### config.mk
export PLATFORM = sky130hd
export DESIGN_NAME = key_event_queue
export DESIGN_NICKNAME = d
export VERILOG_FILES = /design/src/rtl/keq_pkg.sv /design/src/rtl/keq_store.sv /design/src/rtl/keq_irq.sv /design/src/rtl/key_event_queue.sv
export SDC_FILE = /design/constraint.sdc
export NUM_CORES = 1
export LEC_CHECK = 0
export CAP_MARGIN = 15
export CORE_MARGIN = 2
export CORE_UTILIZATION = 41
export DETAILED_ROUTE_END_ITERATION = 16
export DONT_BUFFER_PORTS = 1
export SKIP_LAST_GASP = 1
export SYNTH_ARGS = -nofsm -noshare
export SYNTH_HDL_FRONTEND = slang
export SYNTH_SLANG_ARGS = --single-unit
### constraint.sdc
create_clock -name clk -period 3.3 [get_ports clk]
set_input_delay 0.66 -clock clk [delete_from_list [all_inputs] [get_ports clk]]
set_output_delay 0.66 -clock clk [all_outputs]
set_load 0.02 [all_outputs]
### src/rtl/keq_pkg.sv
package keq_pkg;
    typedef logic [7:0] evt_t;

    localparam logic [7:0] ADDR_STAT  = 8'h02;
    localparam logic [7:0] ADDR_COUNT = 8'h03;
    localparam logic [7:0] ADDR_HEAD  = 8'h04;

    localparam int STAT_W   = 3;
    localparam int BIT_KEY  = 0;
    localparam int BIT_GPI  = 1;
    localparam int BIT_OVF  = 2;
endpackage

### src/rtl/keq_store.sv
module keq_store
    import keq_pkg::*;
#(
    parameter int DEPTH = 10,
    parameter int CW    = $clog2(DEPTH + 1)
) (
    input  logic          clk,
    input  logic          rst_n,
    input  logic          push,
    input  evt_t          push_data,
    input  logic          pop,
    output evt_t          head,
    output logic [CW-1:0] count,
    output logic          dropped
);
    typedef struct packed {
        evt_t [DEPTH-1:0] slot;
        logic [CW-1:0]    cnt;
    } store_t;

    store_t st_d, st_q;

    always_comb begin
        st_d    = st_q;
        dropped = 1'b0;
        if (pop && st_q.cnt != '0) begin
            for (int i = 0; i < DEPTH - 1; i++) begin
                st_d.slot[i] = st_q.slot[i+1];
            end
            st_d.slot[DEPTH-1] = '0;
            st_d.cnt           = st_q.cnt - 1'b1;
        end
        if (push) begin
            if (st_d.cnt == CW'(DEPTH)) begin
                dropped = 1'b1;
            end else begin
                st_d.slot[st_d.cnt] = push_data;
                st_d.cnt            = st_d.cnt + 1'b1;
            end
        end
    end

    always_ff @(posedge clk or negedge rst_n) begin
        if (!rst_n) st_q <= '0;
        else        st_q <= st_d;
    end

    assign head  = st_q.slot[0];
    assign count = st_q.cnt;
endmodule

### src/rtl/keq_irq.sv
module keq_irq
    import keq_pkg::*;
(
    input  logic              clk,
    input  logic              rst_n,
    input  logic [STAT_W-1:0] set_bits,
    input  logic [STAT_W-1:0] clr_bits,
    input  logic [STAT_W-1:0] int_en,
    output logic [STAT_W-1:0] stat,
    output logic              irq_n
);
    typedef struct packed {
        logic [STAT_W-1:0] flags;
    } irq_t;

    irq_t ir_d, ir_q;

    always_comb begin
        ir_d       = ir_q;
        ir_d.flags = (ir_q.flags & ~clr_bits) | set_bits;
    end

    always_ff @(posedge clk or negedge rst_n) begin
        if (!rst_n) ir_q <= '0;
        else        ir_q <= ir_d;
    end

    assign stat  = ir_q.flags;
    assign irq_n = ~|(ir_q.flags & int_en);
endmodule

### src/rtl/key_event_queue.sv
module key_event_queue
    import keq_pkg::*;
#(
    parameter int DEPTH = 10,
    localparam int CW   = $clog2(DEPTH + 1)
) (
    input  logic        clk,
    input  logic        rst_n,
    input  logic        push_valid,
    input  logic        push_gpi,
    input  logic        push_gpi_en,
    input  logic [7:0]  push_data,
    input  logic [7:0]  host_addr,
    input  logic        host_rd,
    input  logic        host_wr,
    input  logic [7:0]  host_wdata,
    output logic [7:0]  host_rdata,
    input  logic [2:0]  int_en,
    output logic        irq_n
);
    logic              push_ok;
    logic              rd_head;
    logic              wr_stat;
    logic              dropped;
    evt_t              head;
    logic [CW-1:0]     fifo_cnt;
    logic [STAT_W-1:0] stat_bits;
    logic [STAT_W-1:0] set_bits;
    logic [STAT_W-1:0] clr_bits;

    assign push_ok = push_valid && (!push_gpi || push_gpi_en);
    assign rd_head = host_rd && (host_addr == ADDR_HEAD);
    assign wr_stat = host_wr && (host_addr == ADDR_STAT);

    keq_store #(.DEPTH(DEPTH), .CW(CW)) u_store (
        .clk       (clk),
        .rst_n     (rst_n),
        .push      (push_ok),
        .push_data (push_data),
        .pop       (rd_head),
        .head      (head),
        .count     (fifo_cnt),
        .dropped   (dropped)
    );

    always_comb begin
        set_bits          = '0;
        set_bits[BIT_KEY] = push_ok && !push_gpi;
        set_bits[BIT_GPI] = push_ok && push_gpi;
        set_bits[BIT_OVF] = dropped;
        clr_bits          = wr_stat ? host_wdata[STAT_W-1:0] : '0;
    end

    keq_irq u_irq (
        .clk      (clk),
        .rst_n    (rst_n),
        .set_bits (set_bits),
        .clr_bits (clr_bits),
        .int_en   (int_en),
        .stat     (stat_bits),
        .irq_n    (irq_n)
    );

    always_comb begin
        unique case (host_addr)
            ADDR_STAT:  host_rdata = 8'(stat_bits);
            ADDR_COUNT: host_rdata = 8'(fifo_cnt);
            ADDR_HEAD:  host_rdata = head;
            default:    host_rdata = 8'h00;
        endcase
    end
endmodule

==> results of run 1 <==
==> critical path, stage by stage, from the launching register on <==
cell and delay (ns):
sky130_fd_sc_hd__dfrtp_1 0.41, sky130_fd_sc_hd__inv_1 0.14, sky130_fd_sc_hd__ha_1 0.21, sky130_fd_sc_hd__or3b_1 0.37
sky130_fd_sc_hd__and4_1 0.35, sky130_fd_sc_hd__mux2i_4 0.36, sky130_fd_sc_hd__and4b_1 0.59, sky130_fd_sc_hd__mux2i_1 0.24
==> path summary, 6_finish.rpt <==
check                                                start                         end  depth (start not counted)
worst max-delay path            u_store.count[1]$_DFF_PN0_  u_store.st_q[51]$_DFF_PN0_                          7
worst min-delay path                                 rst_n     u_irq.stat[0]$_DFF_PN0_                          1
worst max register to register  u_store.count[1]$_DFF_PN0_  u_store.st_q[51]$_DFF_PN0_                          7
worst min register to register  u_store.st_q[77]$_DFF_PN0_  u_store.st_q[77]$_DFF_PN0_                          2
max in group asynchronous                            rst_n  u_store.count[2]$_DFF_PN0_                          1
min in group clk                                push_valid     u_irq.stat[0]$_DFF_PN0_                          1
==> power by group <==
group	total (uW)	switching [uW]	internal [uW]
combinational	987	478	509
sequential	1830	273	1560
clock	664	387	276
==> cells in the mapped netlist (2+ instances only) <==
library cell,count,area (um2)
sky130_fd_sc_hd__a32o_1,2,20.0
sky130_fd_sc_hd__and3_1,4,25.0
sky130_fd_sc_hd__and4b_1,2,20.0
sky130_fd_sc_hd__buf_2,5,25.0
sky130_fd_sc_hd__buf_4,3,22.5
sky130_fd_sc_hd__buf_6,3,33.8
sky130_fd_sc_hd__clkbuf_1,8,30.0
sky130_fd_sc_hd__clkinv_1,8,30.0
sky130_fd_sc_hd__dfrtp_1,87,2180
sky130_fd_sc_hd__inv_1,3,11.3
sky130_fd_sc_hd__mux2i_1,157,1570
sky130_fd_sc_hd__mux2i_4,3,67.6
sky130_fd_sc_hd__nand2_1,17,63.8
sky130_fd_sc_hd__nand3_1,4,20.0
sky130_fd_sc_hd__nand3b_1,2,15.0
sky130_fd_sc_hd__nand4_1,2,12.5
sky130_fd_sc_hd__nand4_2,3,37.5
sky130_fd_sc_hd__nand4b_1,4,35.0
sky130_fd_sc_hd__nor2_1,2,7.51
sky130_fd_sc_hd__nor2b_1,2,12.5
sky130_fd_sc_hd__nor4b_1,2,17.5
sky130_fd_sc_hd__o21ai_0,4,20.0
sky130_fd_sc_hd__xnor2_1,2,17.5
sky130_fd_sc_hd__xor2_1,2,17.5
==> layout make-up <==
class	count	area, um2	share of cell area
Clock buffer	10	128	0.0265
Clock inverter	6	45.0	0.00935
Inverter	11	41.3	0.00857
Multi-Input combinational cell	229	2140	0.444
Sequential cell	87	2180	0.452
Tap cell	140	175	0.0363
Timing Repair Buffer	11	115	0.0239
==> repair_timing <==
action	4_1_cts	5_1_grt
hold endpoints to repair	87	0
buffers inserted	0	0
endpoints found under the setup margin	0	0
hold buffers	1	0
==> cell usage in the layout (no fill, tap or decap), types with 3 or more instances in the layout <==
cell type	instances
sky130_fd_sc_hd__nand4_2	3
sky130_fd_sc_hd__buf_4	9
sky130_fd_sc_hd__clkinv_1	8
sky130_fd_sc_hd__nand3_1	4
sky130_fd_sc_hd__mux2i_4	3
sky130_fd_sc_hd__mux2i_1	157
sky130_fd_sc_hd__dfrtp_1	87
sky130_fd_sc_hd__inv_1	3
sky130_fd_sc_hd__o21ai_0	4
sky130_fd_sc_hd__nand2_1	17
sky130_fd_sc_hd__clkinvlp_4	3
sky130_fd_sc_hd__clkbuf_8	9
sky130_fd_sc_hd__nand4b_1	4
sky130_fd_sc_hd__and3_1	4
==> cells by family after synthesis <==
logic type	count (synthesis)	synth area share
adders and majority gates	1	0.00280
xor gates and xnor gates	4	0.00784
AOI/OAI and AO/OA	10	0.0160
and+or+nand+nor	53	0.0818
buffers and inverters	30	0.0342
muxes	161	0.370
DFF	87	0.487
==> flip-flops by register name, summed over array words and instances, names as in the netlist <==
name	cells
u_irq.stat	3
u_store.head	8
u_store.st_q	72
u_store.count	4
==> layer usage <==
metal  up-vias  global-route usage  wire [um]
met4         0              0.0522        108
li1       1266                   -          -
met2        42               0.220       3540
met5         -                   0          0
met3         7              0.0392        333
met1      1282               0.211       4040
==> stage by stage <==
stage,std cells,power [uW]
detailed placement,477,2840
floorplan,346,2620
finish,494,3480
CTS,494,3540
global route,494,3780
global placement,477,2770
==> out/results.env, run 1 <==
FIRSTDRTPASSITERS=4
CTS_MAX_PATH_BUFFERS=2
RSZ0062_AT_GRT='no'
DRT-TOTAL-WL_UM=8020
CTS.SINK_COUNT=87
GLOBAL_ROUTE.USAGE.TOTAL=0.149
SHARE_OF_CELLS_ABOVE_DRIVE_STRENGTH_1=0.105
ANTENNA_VIOLATING_NETS_LEFT=0
SYNTH_FLOP_CELL='sky130_fd_sc_hd__dfrtp_1'
GRT_FIRST_PASS_WIRELENGTH_UM=13600
MAPPEDNETLISTAREA_UM2=4470
FINALCRITPERIODSHARE=0.836
HP-CLASS='primary input to asynchronous set/reset pin'
SETUP.REG_TO_REG.WORST_SLACK_NS=0.54
WORST_CLOCK_SKEW_NS=0.0159
MAXSLEWVIOLCOUNT=0
MIN_PERIOD_NS=2.76
NUMBER_OF_GLOBAL_ROUTE_VIAS_BEFORE_REPAIR=2600
DRT-VIAS-PER-INSTANCE=5.26
WL_PER_INSTANCE_UM=16.2
DIE_AREA_UM2=11700
SYNTH_SEQ_CELLS=87
REMAINING_DRC_ERRORS=0
CLOCK_TREE.ROOT_CELL='sky130_fd_sc_hd__clkbuf_8'
CLOCK_SLEW_AT_REPORTED_PATH_FFS_NS=0.09
GRT_MAX_DEGREE=88
IOS=43
MAX-SLEW-MARGIN-REL=0.532
WORSTMARGINPINSLEW_NS=0.694
DIE_WIDTH_UM=108
YOSYS.CELL_TYPES.COUNT=39
SEQ_AREA_FRAC_SYNTH=0.487
CLOCK_LATENCY_NS=0.35
ROUTED-VIA-COUNT=2597
SYN-INSTANCE-COUNT=346
UTILIZATION=0.449
PLACED_AREA_UM2=4620
ASYNC_FLOP_SHARE=1.00
FLOORPLAN.DIE.HEIGHT_UM=108
STATIC-LEAKAGE-POWER_uW=0.00288
POST_CTS_RESIZED=0
SYNTH-WARNING-COUNT=0
HIGHEST_CLOCK_RATE_MHz=362
NUMBER_OF_ANTENNA_VIOLATIONS_AT_THE_FIRST_CHECK_IN_GLOBAL_ROUTING=0
POSTSYNTHNETCOUNT=381
DETAILEDROUTE.FIRSTITERATIONVIOLATIONS=98
TIMING.SETUP.CRITICAL_PATH_CLASS='flop to flop'
LAYOUT-AREA-OVERHEAD-VS-SYNTH_PCT=7.87
N_FILL_CELL=1019
CRITICAL_PATH.STARTPOINT_TYPE='flop'
SETUP_WS_NS=0.540
STDCELL_AREA_UM2=4820
AVGSYNTHCELLAREA_UM2=12.9
SETUP_VIOL=0
TIMING.CRITICAL_PATH.TO_TYPE='flop'
SETUP-TNS-FINAL_NS=0
PLACE.GP.CONGESTION=0.743
DP_WORST_SETUP_SLACK_NS=0.411
ANTENNA_CELLS=0
INITIAL_CORE_UTIL=0.416
CP_DATA_REQUIRED_TIME_NS=3.57
FINALNETCOUNT=384
NUMBER_OF_SYNTHESIZED_FLOPS_WITH_AN_ENABLE_PIN=0
ROWS=38
TRITONCTS_CLOCK_TREE='done'
NUMCTSBUFFERS=9
HPWL_DP_UM=5510
HOLD_VIOLATIONS=0
DRV_CAP=0
GRT_OVERFLOW=0
TIMING.CRITICAL_PATH.ARRIVAL_NS=3.03
WORST_IR_DROP_VDD_mV=0.233
CRIT_PATH_MAX_FANOUT=8
CORE_AREA_UM2=10700
FIN_WORST_HOLD_SLACK_NS=0.169
PORT_BUFFERS=0
PWR_DENSITY_CELL_nW_PER_UM2=723
STATUS='complete, no violations'
HTREEDEPTH=3
Power figures use the tool's default switching activity.
==> run 2, diff against run 1 <==
clock period = 2.75 ns   (was 3.3 ns; I/O delays follow)
==> out/results.env, run 2 (synthesis gave the netlist of run 1 again) <==
STATUS='complete, no violations'
POST-PLACE-CELLS=485
NUMBER_OF_GLOBAL_ROUTE_VIAS_BEFORE_REPAIR=2727
DIE_WIDTH_UM=108
DIE_AREA_UM2=11700
CTS_MAX_PATH_BUFFERS=2
INSTANCES_NO_FILL=508
CRITICAL_PATH.STARTPOINT_TYPE='flop'
TIMING.CRITICAL_PATH.TO_TYPE='flop'
ROUTED-VIA-COUNT=2685
TRITONCTS_CLOCK_TREE='done'
INITIAL_CORE_UTIL=0.416
GRT_MAX_DEGREE=88
SETUP_VIOL=0
CP_DATA_REQUIRED_TIME_NS=2.98
IOS=43
HIGHEST_CLOCK_RATE_MHz=390
N_FILL_CELL=1016
CRIT_PATH_MAX_FANOUT=8
NUMBER_OF_ANTENNA_VIOLATIONS_AT_THE_FIRST_CHECK_IN_GLOBAL_ROUTING=0
HP-CLASS='primary input to asynchronous set/reset pin'
MIN_PERIOD_NS=2.57
WL_PER_INSTANCE_UM=16.0
STARTPOINT='u_store.count[1]$_DFF_PN0_'
PLACE.GP.CONGESTION=0.765
CLOCK_LATENCY_NS=0.36
FIRSTDRTPASSITERS=4
TOP_LIBRARY_CELLS_BY_USAGE_IN_THE_LAYOUT_FILL_AND_TAPS_ASIDE='sky130_fd_sc_hd__mux2i_1, sky130_fd_sc_hd__dfrtp_1, sky130_fd_sc_hd__buf_4'
CORE_AREA_UM2=10700
DRT-VIAS-PER-INSTANCE=5.29
FLOORPLAN.DIE.HEIGHT_UM=108
FINALNETCOUNT=398
GRT_OVERFLOW=0
MAXSLEWVIOLCOUNT=0
REGTOREGSTARTPOINT='u_store.count[1]$_DFF_PN0_'
REG2REGPATHDEPTH=8
DRV_CAP=0
PORT_BUFFERS=0
MAX-SLEW-MARGIN-REL=0.660
DETAILEDROUTE.FIRSTITERATIONVIOLATIONS=106
HTREEDEPTH=3
WORSTMARGINPINSLEW_NS=0.502
SETUP.REG_TO_REG.WORST_SLACK_NS=0.18
TOTALPOWERFINAL_uW=4460
TIMING.SETUP.CRITICAL_PATH_CLASS='flop to flop'
LARGEST_REG_BY_FF_COUNT='u_store.st_q'
ANTENNA_VIOLATING_NETS_LEFT=0
DRT-TOTAL-WL_UM=8150
TIMING.CRITICAL_PATH.ARRIVAL_NS=2.80
GLOBAL_ROUTE.USAGE.TOTAL=0.151
FINALCRITPERIODSHARE=0.933
CLOCK_SLEW_AT_REPORTED_PATH_FFS_NS=0.09
STATIC-LEAKAGE-POWER_uW=0.00298
LAYOUT-AREA-OVERHEAD-VS-SYNTH_PCT=12.3
SHARE_OF_CELLS_ABOVE_DRIVE_STRENGTH_1=0.141
WORST_IR_DROP_VDD_mV=0.301
STDCELL_AREA_UM2=5020
ANTENNA_CELLS=0
HOLD_VIOLATIONS=0
NUMCTSBUFFERS=9
CTS.SINK_COUNT=87
MOSTFREQUENTLAYOUTCELL='sky130_fd_sc_hd__mux2i_1'
SETUP-TNS-FINAL_NS=0
HPWL_DP_UM=5630
REMAINING_DRC_ERRORS=0
ROWS=38
LARGEST_REGISTER_FFS=72
WORST_CLOCK_SKEW_NS=0.0144
PLACED_AREA_UM2=4690
WORSTREG2REGEND='u_store.st_q[17]$_DFF_PN0_'
CLOCK_TREE.ROOT_CELL='sky130_fd_sc_hd__clkbuf_8'
PWR_DENSITY_CELL_nW_PER_UM2=888
GRT_FIRST_PASS_WIRELENGTH_UM=13900
## run 2: cell count changes in the layout (fill, tap and decap cells not counted), sizes merged
cell and delta:
buf +14, bufinv +2, clkinv +1, clkinvlp -3
## run 2: cell type report
type	instances	area (um2)	share of cell area
clock buffers	10	138	0.0274
clock inverters	6	91.3	0.0182
inverters	11	41.3	0.00823
multi-input cells	229	2160	0.431
flip-flops and latches	87	2180	0.434
well taps	140	175	0.0349
repair buffers	25	233	0.0464
## run 2: power by group
part	switching (uW)	total (uW)	internal (uW)	leakage (uW)
clock	464	1010	541	0.000117
sequential	330	2200	1870	0.00107
combinational	612	1250	638	0.00179
total	1410	4460	3050	0.00298
## run 2: critical path, cell delays in order (launching register included)
cell and delay [ns]:
sky130_fd_sc_hd__dfrtp_1 0.41, sky130_fd_sc_hd__inv_1 0.15, sky130_fd_sc_hd__ha_1 0.21, sky130_fd_sc_hd__or3b_1 0.37, sky130_fd_sc_hd__and4_1 0.36, sky130_fd_sc_hd__mux2i_4 0.34, sky130_fd_sc_hd__buf_4 0.19, sky130_fd_sc_hd__nand4_4 0.24
sky130_fd_sc_hd__mux2i_1 0.19
## run 2: per-stage QoR
step                      worst slack [ns]  hold slack [ns]  utilization
final                                0.184           0.0603        0.467
after global routing              -0.00342           0.0984        0.467
after CTS                           0.0714            0.109        0.461
after detailed placement            0.0709            0.256        0.437
after global placement               0.149            0.256        0.437
after floorplan                      0.307            0.254            -
## run 2: routing by layer
layer	share of wire	global-route usage	vias up
li1	-	-	1295
met5	0	0	-
met3	0.039	0.0301	11
met4	0.016	0.0577	0
met1	0.50	0.209	1329
met2	0.45	0.234	50
## run 2: timing repair
action,CTS,global route
gates resized for setup,0,3
hold buffers,1,0
hold endpoints to repair,87,0
setup buffers,0,6
endpoints found under the setup margin,0,35
## run 2: how the worst max path moves through the flow
stage | to | cells after the start
6_report | u_store.st_q[17]$_DFF_PN0_ | 8
5_1_grt | u_store.st_q[15]$_DFF_PN0_ | 8
4_1_cts | u_store.st_q[29]$_DFF_PN0_ | 7
3_5_place_dp | u_store.st_q[30]$_DFF_PN0_ | 7
3_3_place_gp | u_store.st_q[31]$_DFF_PN0_ | 5
2_1_floorplan | u_store.st_q[28]$_DFF_PN0_ | 7
==> run 3, diff against run 2 <==
ABC_AREA = 1   (was default)
==> out/results.env, run 3 <==
STATUS='complete, no violations'
SYN-INSTANCE-COUNT=674
LARGEST_REG_BY_FF_COUNT='u_store.st_q'
POST-SYNTH-TOP-AREA-CELL='sky130_fd_sc_hd__dfrtp_1'
GRT_OVERFLOW=0
CTS_MAX_PATH_BUFFERS=2
SETUP.REG_TO_REG.WORST_SLACK_NS=0.30
TOP_LIBRARY_CELLS_BY_USAGE_IN_THE_LAYOUT_FILL_AND_TAPS_ASIDE='sky130_fd_sc_hd__nand2_1, sky130_fd_sc_hd__nand3_1, sky130_fd_sc_hd__dfrtp_1'
CLOCK_LATENCY_NS=0.34
WL_MET3_UM=472
DETAILEDROUTE.FIRSTITERATIONVIOLATIONS=341
MOSTFREQUENTLAYOUTCELL='sky130_fd_sc_hd__nand2_1'
N_FILL_CELL=1154
DRV_CAP=0
NUMBER_OF_GLOBAL_ROUTE_VIAS_BEFORE_REPAIR=3958
TIMING.SETUP.CRITICAL_PATH_CLASS='flop to flop'
GRT_MAX_DEGREE=88
IOS=43
CORE_AREA_UM2=11500
SYNTH_TOP_CELL_AREA_SHARE=0.448
NUMBER_OF_SYNTHESIZED_FLOPS_WITH_AN_ENABLE_PIN=0
SETUP-TNS-FINAL_NS=0
PORT_BUFFERS=0
MIN_PERIOD_NS=2.45
TOTALPOWERFINAL_uW=5450
HTREEDEPTH=3
ROWS=39
CRIT_PATH_MAX_FANOUT=9
WORST_CLOCK_SKEW_NS=0.00420
POSTSYNTHNETCOUNT=709
DIE_WIDTH_UM=113
ROUTED-VIA-COUNT=4185
GRT_FIRST_PASS_WIRELENGTH_UM=19900
HIGHEST_CLOCK_RATE_MHz=408
DRT-TOTAL-WL_UM=11800
DETAIL_ROUTE.WIRELENGTH.MET1_UM=5430
HPWL_DP_UM=7770
SYNTH_SEQ_CELLS=87
HP-CLASS='primary input to asynchronous set/reset pin'
TIMING.CRITICAL_PATH.TO_TYPE='flop'
SHARE_OF_CELLS_ABOVE_DRIVE_STRENGTH_1=0.0913
HOLD_VIOLATIONS=0
GLOBAL_ROUTE.USAGE.TOTAL=0.196
SEQ_AREA_FRAC_SYNTH=0.448
POST_SYNTH_MAIN_AREA_CONTRIBUTORS='sky130_fd_sc_hd__dfrtp_1, sky130_fd_sc_hd__nand2_1, sky130_fd_sc_hd__nand3_1'
ASYNC_FLOP_SHARE=1.00
ANTENNA_VIOLATING_NETS_LEFT=0
MAPPEDNETLISTAREA_UM2=4860
NUMCTSBUFFERS=9
FINALNETCOUNT=698
FIRSTDRTPASSITERS=5
WORSTMARGINPINSLEW_NS=0.509
CRITICAL_PATH.STARTPOINT_TYPE='flop'
SYNTH_FLOP_CELL='sky130_fd_sc_hd__dfrtp_1'
SETUP_VIOL=0
YOSYS.CELL_TYPES.COUNT=29
CLOCK_TREE.ROOT_CELL='sky130_fd_sc_hd__clkbuf_16'
CP_DATA_REQUIRED_TIME_NS=2.98
ROUTE.TOP_LAYER_USED='met4'
WL_PER_INSTANCE_UM=14.6
MAXSLEWVIOLCOUNT=0
NUMBER_OF_ANTENNA_VIOLATIONS_AT_THE_FIRST_CHECK_IN_GLOBAL_ROUTING=0
SYNTH_TOP_CELLS_BY_COUNT='sky130_fd_sc_hd__nand2_1, sky130_fd_sc_hd__nand3_1, sky130_fd_sc_hd__dfrtp_1'
RSZ0062_AT_GRT='no'
CTS.SINK_COUNT=87
TIMING.CRITICAL_PATH.ARRIVAL_NS=2.68
LAYOUT-AREA-OVERHEAD-VS-SYNTH_PCT=9.28
ANTENNA_CELLS=0
CLOCK_SLEW_AT_REPORTED_PATH_FFS_NS=0.06
STATIC-LEAKAGE-POWER_uW=0.00274
WORST_IR_DROP_VDD_mV=0.537
MULTI_INPUT_LOGIC_AREA_UM2=2250
DIE_AREA_UM2=12800
INITIAL_CORE_UTIL=0.422
LARGEST_REGISTER_FFS=72
DRT-VIAS-PER-INSTANCE=5.16
REGAREA_UM2=2180
REMAINING_DRC_ERRORS=0
PLACE.GP.CONGESTION=0.869
FINALCRITPERIODSHARE=0.891
MAX-SLEW-MARGIN-REL=0.659
SYNTH-WARNING-COUNT=0
AVGSYNTHCELLAREA_UM2=7.22
DR_WL_MET2_UM=5660
FLOORPLAN.DIE.HEIGHT_UM=113
PWR_DENSITY_CELL_nW_PER_UM2=1020
TRITONCTS_CLOCK_TREE='done'
SYNTH_MOST_COMMON_CELL='sky130_fd_sc_hd__nand2_1'
-- run 3: area by class of cell --
| class | instances | share of cell area |
|---|---|---|
| Sequential cell | 87 | 0.410 |
| Clock inverter | 4 | 0.0144 |
| Timing Repair Buffer | 17 | 0.0278 |
| Clock buffer | 12 | 0.0501 |
| Multi-Input combinational cell | 489 | 0.423 |
| Tap cell | 143 | 0.0337 |
| Inverter | 59 | 0.0417 |
-- run 3: where the power goes --
| group | internal [uW] | switching [uW] |
|---|---|---|
| combinational | 669 | 1250 |
| sequential | 1890 | 258 |
| clock | 872 | 506 |
-- run 3: cells by family (layout without fill, tap and decap cells) --
family | after synthesis | in the layout | synth area share
compound gates | 81 | 81 | 0.0880
xor+xnor | 2 | 2 | 0.00360
fa+ha+maj | 1 | 1 | 0.00257
buf+inv | 98 | 92 | 0.0903
flops | 87 | 87 | 0.448
simple gates | 405 | 405 | 0.368
-- run 3: layer usage --
metal	vias up	GRT usage
li1	2110	-
met3	15	0.0386
met5	-	0
met4	0	0.0707
met1	1968	0.253
met2	92	0.329
-- run 3: what timing repair did --
action / CTS / global route
gates resized for setup: 0 / 0
buffers inserted: 0 / 0
hold buffers: 1 / 0
endpoints found under the hold margin: 87 / 0
-- run 3: final timing paths --
path                                            startpoint                    endpoint  depth (start not counted)
worst max-delay path            u_store.count[0]$_DFF_PN0_  u_store.st_q[78]$_DFF_PN0_                         10
worst min-delay path                                 rst_n   u_store.head[3]$_DFF_PN0_                          1
min in group clk                                push_valid     u_irq.stat[0]$_DFF_PN0_                          2
worst min register to register     u_irq.stat[2]$_DFF_PN0_     u_irq.stat[2]$_DFF_PN0_                          2
worst max register to register  u_store.count[0]$_DFF_PN0_  u_store.st_q[78]$_DFF_PN0_                         10
max in group asynchronous                            rst_n     u_irq.stat[1]$_DFF_PN0_                          1
-- run 3: stage by stage --
stage	area (um2)	instances	hold WS (ns)	util	setup WS, ns
6_report	5320	811	0.106	0.462	0.298
5_1_grt	5320	811	0.128	0.462	0.0677
3_5_place_dp	4950	794	0.256	0.429	0.222
3_3_place_gp	4950	794	0.256	0.429	0.248
2_1_floorplan	4860	674	0.254	-	0.570
4_1_cts	5320	811	0.135	0.462	0.294
-- run 3: worst max-delay path, stage by stage, from the launching register on --
cell and delay (ns):
sky130_fd_sc_hd__dfrtp_1 0.37, sky130_fd_sc_hd__inv_1 0.13, sky130_fd_sc_hd__ha_1 0.28, sky130_fd_sc_hd__a21oi_4 0.26, sky130_fd_sc_hd__nand2_2 0.20, sky130_fd_sc_hd__nand2_1 0.12, sky130_fd_sc_hd__nand2_2 0.12, sky130_fd_sc_hd__nor2_1 0.44
sky130_fd_sc_hd__nand2_2 0.24, sky130_fd_sc_hd__nand2_1 0.12, sky130_fd_sc_hd__nand2_1 0.05
